===== config.mk =====
export PLATFORM = sky130hd
export DESIGN_NAME = wpost_buf
export DESIGN_NICKNAME = d
export VERILOG_FILES = /design/src/rtl/wpb_pkg.sv /design/src/rtl/wpb_fifo.sv /design/src/rtl/wpb_mode_ctl.sv /design/src/rtl/wpb_done.sv /design/src/rtl/wpost_buf.sv
export SDC_FILE = /design/constraint.sdc
export NUM_CORES = 1
export LEC_CHECK = 0
export BUFFER_PORTS_ARGS = -buffer_cell sky130_fd_sc_hd__buf_2
export CAP_MARGIN = 15
export CORE_MARGIN = 3
export CORE_UTILIZATION = 60
export DETAILED_ROUTE_END_ITERATION = 16
export PLACE_DENSITY = 0.88
export SYNTH_ARGS = -nofsm -noshare
export SYNTH_HDL_FRONTEND = slang
export SYNTH_HIERARCHICAL = 1
export SYNTH_SLANG_ARGS = --single-unit

===== constraint.sdc =====
create_clock -name clk -period 9.6 [get_ports clk]
set_clock_uncertainty 0.05 [all_clocks]
set_input_delay 1.44 -clock clk [delete_from_list [all_inputs] [get_ports clk]]
set_output_delay 1.44 -clock clk [all_outputs]
set_load 0.02 [all_outputs]

===== src/rtl/wpb_pkg.sv =====
package wpb_pkg;

    typedef enum logic {
        MODE_THRU = 1'b0,
        MODE_POST = 1'b1
    } wmode_e;

    // handshake events seen by the completion unit
    typedef struct packed {
        logic push;
        logic push_last;
        logic pop;
        logic pop_hold;
    } xfer_t;

    function automatic int unsigned cnt_bits(input int unsigned depth);
        return $clog2(depth + 1);
    endfunction

    function automatic int unsigned ptr_bits(input int unsigned depth);
        return (depth > 1) ? $clog2(depth) : 1;
    endfunction

endpackage


===== src/rtl/wpb_fifo.sv =====
module wpb_fifo
    import wpb_pkg::*;
#(
    parameter int unsigned DW    = 34,
    parameter int unsigned DEPTH = 8,
    localparam int unsigned CW   = cnt_bits(DEPTH),
    localparam int unsigned AW   = ptr_bits(DEPTH)
) (
    input  logic          clk,
    input  logic          rst,
    input  logic          push,
    input  logic [DW-1:0] din,
    input  logic          pop,
    output logic [DW-1:0] dout,
    output logic [CW-1:0] count
);
    localparam logic [AW-1:0] LAST_IDX = AW'(DEPTH - 1);

    logic [DW-1:0] mem [DEPTH];
    logic [AW-1:0] wr_ptr, rd_ptr;

    function automatic logic [AW-1:0] bump(input logic [AW-1:0] p);
        return (p == LAST_IDX) ? '0 : p + AW'(1);
    endfunction

    always_ff @(posedge clk) begin
        if (push) mem[wr_ptr] <= din;
    end

    always_ff @(posedge clk) begin
        if (rst) begin
            wr_ptr <= '0;
            rd_ptr <= '0;
            count  <= '0;
        end else begin
            if (push) wr_ptr <= bump(wr_ptr);
            if (pop)  rd_ptr <= bump(rd_ptr);
            case ({push, pop})
                2'b10:   count <= count + CW'(1);
                2'b01:   count <= count - CW'(1);
                default: count <= count;
            endcase
        end
    end

    assign dout = mem[rd_ptr];

    p_no_overflow_r2: assert property (@(posedge clk) disable iff (rst)
        push |-> (count != CW'(DEPTH)));

    p_no_underflow_r4: assert property (@(posedge clk) disable iff (rst)
        pop |-> (count != '0));

endmodule


===== src/rtl/wpb_mode_ctl.sv =====
module wpb_mode_ctl
    import wpb_pkg::*;
#(
    parameter int unsigned CW = 4
) (
    input  logic          clk,
    input  logic          rst,
    input  logic          post_en_i,
    input  logic          push,
    input  logic          push_last,
    input  logic [CW-1:0] count,
    output wmode_e        mode,
    output logic          in_burst
);
    logic switch_ok;

    // a burst boundary with nothing stored and nothing arriving
    assign switch_ok = !in_burst && (count == '0) && !push;

    always_ff @(posedge clk) begin
        if (rst) begin
            mode     <= MODE_POST;
            in_burst <= 1'b0;
        end else begin
            if (switch_ok) mode <= post_en_i ? MODE_POST : MODE_THRU;
            if (push)      in_burst <= !push_last;
        end
    end

    p_mode_hold_r7: assert property (@(posedge clk) disable iff (rst)
        in_burst |=> $stable(mode));

    p_mode_hold_full_r7: assert property (@(posedge clk) disable iff (rst)
        (count != '0) |=> $stable(mode));

endmodule


===== src/rtl/wpb_done.sv =====
module wpb_done
    import wpb_pkg::*;
(
    input  logic   clk,
    input  logic   rst,
    input  wmode_e mode,
    input  xfer_t  xf,
    output logic   done_o
);
    logic post_done, thru_done;

    assign post_done = xf.push && xf.push_last && (mode == MODE_POST);
    assign thru_done = xf.pop && xf.pop_hold;

    always_ff @(posedge clk) begin
        if (rst) done_o <= 1'b0;
        else     done_o <= post_done || thru_done;
    end

    p_done_excl_r8: assert property (@(posedge clk) disable iff (rst)
        !(post_done && thru_done));

    p_thru_done_r6: assert property (@(posedge clk) disable iff (rst)
        (xf.pop && xf.pop_hold) |=> done_o);

endmodule


===== src/rtl/wpost_buf.sv =====
module wpost_buf
    import wpb_pkg::*;
#(
    parameter int unsigned W     = 32,
    parameter int unsigned DEPTH = 8
) (
    input  logic         clk,
    input  logic         rst,
    input  logic         post_en_i,
    input  logic         src_valid_i,
    output logic         src_ready_o,
    input  logic [W-1:0] src_data_i,
    input  logic         src_last_i,
    output logic         done_o,
    output logic         tgt_valid_o,
    input  logic         tgt_ready_i,
    output logic [W-1:0] tgt_data_o,
    output logic         tgt_last_o
);
    localparam int unsigned CW = cnt_bits(DEPTH);

    typedef struct packed {
        logic         hold;   // completion waits for the target
        logic         last;
        logic [W-1:0] data;
    } entry_t;

    localparam int unsigned EW = $bits(entry_t);

    wmode_e        mode;
    logic          in_burst;
    logic [CW-1:0] count;
    logic          push, pop;
    entry_t        wr_ent, rd_ent;
    xfer_t         xf;

    always_comb begin
        if (mode == MODE_POST) src_ready_o = (count != CW'(DEPTH));
        else                   src_ready_o = (count == '0);
    end

    assign push        = src_valid_i && src_ready_o;
    assign tgt_valid_o = (count != '0);
    assign pop         = tgt_valid_o && tgt_ready_i;

    assign wr_ent.hold = src_last_i && (mode == MODE_THRU);
    assign wr_ent.last = src_last_i;
    assign wr_ent.data = src_data_i;

    wpb_fifo #(.DW(EW), .DEPTH(DEPTH)) u_fifo (
        .clk   (clk),
        .rst   (rst),
        .push  (push),
        .din   (wr_ent),
        .pop   (pop),
        .dout  (rd_ent),
        .count (count)
    );

    assign tgt_data_o = rd_ent.data;
    assign tgt_last_o = rd_ent.last;

    wpb_mode_ctl #(.CW(CW)) u_mode (
        .clk       (clk),
        .rst       (rst),
        .post_en_i (post_en_i),
        .push      (push),
        .push_last (src_last_i),
        .count     (count),
        .mode      (mode),
        .in_burst  (in_burst)
    );

    assign xf.push      = push;
    assign xf.push_last = src_last_i;
    assign xf.pop       = pop;
    assign xf.pop_hold  = rd_ent.hold;

    wpb_done u_done (
        .clk    (clk),
        .rst    (rst),
        .mode   (mode),
        .xf     (xf),
        .done_o (done_o)
    );

    p_thru_single_r5: assert property (@(posedge clk) disable iff (rst)
        (push && mode == MODE_THRU) |-> (count == '0));

    p_post_done_r3: assert property (@(posedge clk) disable iff (rst)
        (push && src_last_i && mode == MODE_POST) |=> done_o);

endmodule


---- Word level (Yosys, flattened, before mapping) ----
Memories as Yosys holds them, arrays and structs flattened. A register that Yosys moved wholly into a read port is not among the register bits.
Cells that the tools add are included.
storage, ports and cells
  memories kept ........................... 1
  RAM bits ................................ 272
  bits of input ports ..................... 38
  bits in read-only memories .............. 0
  flip-flop bits (word level) ............. 13
  latch bits .............................. 0
memories
  name        words  width  read ports  clocked after memory_dff  wr ports  line            source
  u_fifo.mem  8      34     1           1                         1         wpb_fifo.sv:19  logic [DW-1:0] mem [DEPTH];
cells by class
  equality and inequality tests ........... 5
  reduce and logical (&&, ||, !) cells .... 15
  divide/modulo/power cells ............... 0
  muxes and demuxes ....................... 9
  multipliers ............................. 0
  $lt $le $gt $ge ......................... 0
  bitwise operators ....................... 1
  $add $sub $neg .......................... 4
  shifts and indexed selects .............. 0
operators with widths
  cell                   number
  $mux W3                4
  $logic_and A1 B1 Y1    8
  $pmux W4 S2            1
  $add A3 B1 Y3 const B  2
  $eq A3 B3 Y1 const B   2
  $add A4 B1 Y4 const B  1
  $logic_not A4 Y1       1
  $mux W1                4
  $ne A4 B4 Y1 const B   1
  $reduce_bool A4 Y1     1
  $sub A4 B1 Y4 const B  1
  $logic_not A1 Y1       3
  $eq A2 B1 Y1 const B   1
  $eq A2 B2 Y1 const B   1
  $reduce_bool A2 Y1     1
  $logic_or A1 B1 Y1     1
  $not A1 Y1             1

---- Longest topological paths before layout ----
  depth after elaboration ................. 6
  depth in mapped cells ................... 10

---- Cells and area by module ----
Netlist, hierarchy kept.
modules (own cells, without submodules)
  module        instances  area each (sq um)  cells each  seq. area each (sq um)
  wpb_fifo      1          10968.0            464         8428.1
  wpb_mode_ctl  1          81.3               7           40.0
  wpost_buf     1          45.0               6           0.0
  wpb_done      1          32.5               3           20.0

---- Worst setup path after synthesis ----
Ideal clock, no wire load.
  path kind ............................... input to register
  from .................................... input port src_valid_i
  to ...................................... memory u_fifo.mem[0][0] (enable)
  setup time .............................. 468 ps
  required time ........................... 9082 ps
  data arrival time ....................... 4444 ps
  cell stages on the path ................. 3
  setup slack ............................. 4639 ps
  cells stage by stage .................... a21boi_1 > nand2b_1 > nor3_1
between the ends
  longest elaborated chain between the ends .. 3
ends and longest elaborated chain
  what                           line             source
  start, declared                wpost_buf.sv:10  input logic src_valid_i,
  $logic_and A1 B1 Y1            wpost_buf.sv:42  assign push = src_valid_i && src_ready_o;
  $mux W1                        wpb_fifo.sv:27   if (push) mem[wr_ptr] <= din;
  $mux W1 (not written as such)  wpb_fifo.sv:27
  end, declared                  wpb_fifo.sv:19
Every way passes these cells.

==> out/metrics.csv <==
stage,metric,value,unit
synthesis,ys_types,37,
synthesis,synthCells,480,
clocking,root_buffer,clkbuf_16,
grt,grt_overflow,0,
synthesis,synth-seq-cells,288,
clocking,cts_buffer_depth,3,
worst_setup_path,worstPathCellList,"buf_4, buf_16, mux4_2, mux2_2, buf_2",
timing,setup-violations-final,0,
worst_setup_path,reg2reg_slack,6.26,ns
grt,grt_pass1_wl,32.1,mm
clocking,cts_tree,done,
synthesis,synthArstFlopShare,0,
clocking,path_clk_slew,0.06,ns
layout,drive_gt1_frac,0.395,
timing,fmax,233,MHz
detailed_routing,vias_per_cell,6.10,
synthesis,muxShareOfSynthArea,0.187,
synthesis,synth_edf_count,272,
placement,dpl.cell_count,771,
clocking,cts_hold_buf,0,
worst_setup_path,regToRegEndpoint,u_fifo/mem[2][32],
placement,hpwl,10.9,mm
synthesis,yosys.area_share.simple,0.0174,
layout,fin_nets,618,
power_and_ir_drop,ir_drop,226,uV
layout,n_fill_cell,1035,
die,dieArea,20200,sq um
synthesis,synthFlopType,edfxtp_1,
run_status,status,completed,
detailed_routing,wl_per_cell,26.1,microns
detailed_routing,via_count,5032,
clocking,clk-insertion-delay-late,0.52,ns
placement,port_buffers,73,
worst_setup_path,max_stage_delay,0.59,ns
synthesis,synth_common_cells,"272 x edfxtp_1, 59 x mux4_2, 20 x mux2_4",
worst_hold_path,hold_path.class,flip-flop to flip-flop,
worst_setup_path,cp.required,8.11,ns
synthesis,synth_top_area_share,0.734,
timing,min_period,4.28,ns
die,initial_core_util,0.615,
job,drv_cap,0,
detailed_routing,wl,21.6,mm
die,std_cell_rows,49,
grt,grt_max_degree,69,
worst_setup_path,crit_path_end,tgt_data_o[9],
worst_setup_path,path_max_fanout,49,
clocking,h-tree-depth,1,
die,core,18100,sq um
die,io_pins,74,
worst_setup_path,cp-end-kind,primary output,
synthesis,netlist_area,11100,sq um
layout,multi_input_area,2540,sq um
die,dieHeight,142,microns
worst_setup_path,r2r_start,u_fifo/count[1],
power_and_ir_drop,powerDensity,291,nW/um^2
synthesis,synthMostInstantiatedCell,edfxtp_1,
clocking,cts_resized,0,
clocking,numCtsBuffers,28,
clocking,clock_sinks,288,
worst_setup_path,critPathKind,flip-flop to primary output,
worst_setup_path,worst_path_max_delay_cell,mux4_2,
placement,gp_congestion,0.684,
worst_setup_path,cp-start-kind,flip-flop,
synthesis,synth.net_count,525,
die,die_x,142,microns
synthesis,yosys.area.top_type,edfxtp_1,
grt,grt_usage,0.212,
synthesis,synth_top_family_by_area,multiplexers,
layout,final_cells,825,
synthesis,syn-mean-instance-area,23.2,sq um
timing,fin_hold_ws,0.473,ns
detailed_routing,drc,0,
timing,report.final.hold_viol_count,0,
layout,final-seq-area,8500,sq um
timing,period_share,0.446,
synthesis,synth-xor-area-share,0.00236,
detailed_routing,detail-route-antenna-nets,0,
grt,grt_pass1_vias,5423,
synthesis,synth_seq_area_share,0.763,
detailed_routing,drtIter0Drc,314,
layout,utilization,0.706,
timing,tightest_slew,0.992,ns
timing,rsz0062_at_grt,false,
synthesis,ys_top_cells_by_area,"edfxtp_1 73%, mux4_2 12%, dfxtp_1 2.9%",
timing,final-max-slew-violation-count,0,
timing,tns,0,ns
grt,antenna_found_initial,1,
worst_setup_path,arrival,2.79,ns
power_and_ir_drop,p_leak,4.21,nW
detailed_routing,dr.pass1.iters,4,
synthesis,yosysWarnings,6,
layout,area_delta_synth_final,14.8,%
clocking,post_cts.repair.setup_buffers,0,
synthesis,synth_fa_ha_area_frac,0.00787,
timing,max_slew_margin,0.338,
worst_setup_path,r2r_cells,5,
synthesis,synth_compound_area_frac,0.00855,
==> state kept, by name (all words and copies together), names as in the netlist, named ones only <==
signal,flops
u_fifo/mem,272
u_fifo/count,4
u_fifo/rd_ptr,3
u_fifo/wr_ptr,3
u_done/done_o,1
u_mode/in_burst,1
u_mode/mode,1
==> placed cells by master, fill, tap and decap left out, types with 9 or more instances in the layout <==
master / n
mux4_1: 9
clkbuf_16: 30
mux2_2: 14
dfxtp_1: 13
buf_2: 73
edfxtp_1: 272
nor2_1: 13
mux4_2: 59
mux2_4: 20
buf_4: 10
==> kinds of logic after synthesis <==
group | after synthesis
DFF | 288
muxes | 108
and+or+nand+nor | 38
buffers and inverters | 22
AOI/OAI and AO/OA | 14
adders and majority gates | 7
xor gates and xnor gates | 3
==> metrics by stage <==
stage / setup slack [ns] / total power, mW / cell area (sq um)
3_5_place_dp: 5.55 / 2.60 / 11800
4_1_cts: 4.95 / 3.75 / 12700
2_1_floorplan: 4.64 / 2.36 / 11100
3_3_place_gp: 5.59 / 2.56 / 11800
6_report: 5.32 / 3.72 / 12800
5_1_grt: 5.20 / 3.87 / 12800
==> routing by layer <==
metal	vias up	routed length (microns)	track usage
met5	-	14	0
met4	2	333	0.0646
met3	29	1640	0.0403
met2	201	11600	0.363
met1	2595	7980	0.280
li1	2205	-	-
==> worst max-delay path, delay by kind of cell (launching register included) <==
kind	cells	cell delay [ns]
flip-flops	1	0.48
buffers and inverters	3	0.82
multiplexers	2	0.91
==> layout make-up <==
cell class	count	area share
sequential	288	0.665
multi-input combinational	170	0.199
clock buffer	39	0.0630
timing repair buffer	84	0.0366
tap	229	0.0224
clock inverter	13	0.0135
inverter	1	0.000294
antenna	1	0.000196
==> power breakdown <==
group / total (mW) / switching [mW] / internal (mW)
clock network: 1.13 / 0.438 / 0.693
logic: 0.980 / 0.514 / 0.466
registers: 1.61 / 0.0836 / 1.53
==> worst min-delay path by stage <==
stage,endpoint,from,depth (start not counted)
detailed placement,flip-flop,u_fifo/rd_ptr[1],2
global placement,flip-flop,u_fifo/rd_ptr[1],2
global route,flip-flop,u_fifo/rd_ptr[1],2
finish,flip-flop,u_fifo/rd_ptr[1],2
CTS,flip-flop,u_fifo/rd_ptr[1],2
floorplan,flip-flop,u_fifo/rd_ptr[1],2
Power figures use the tool's default switching activity.
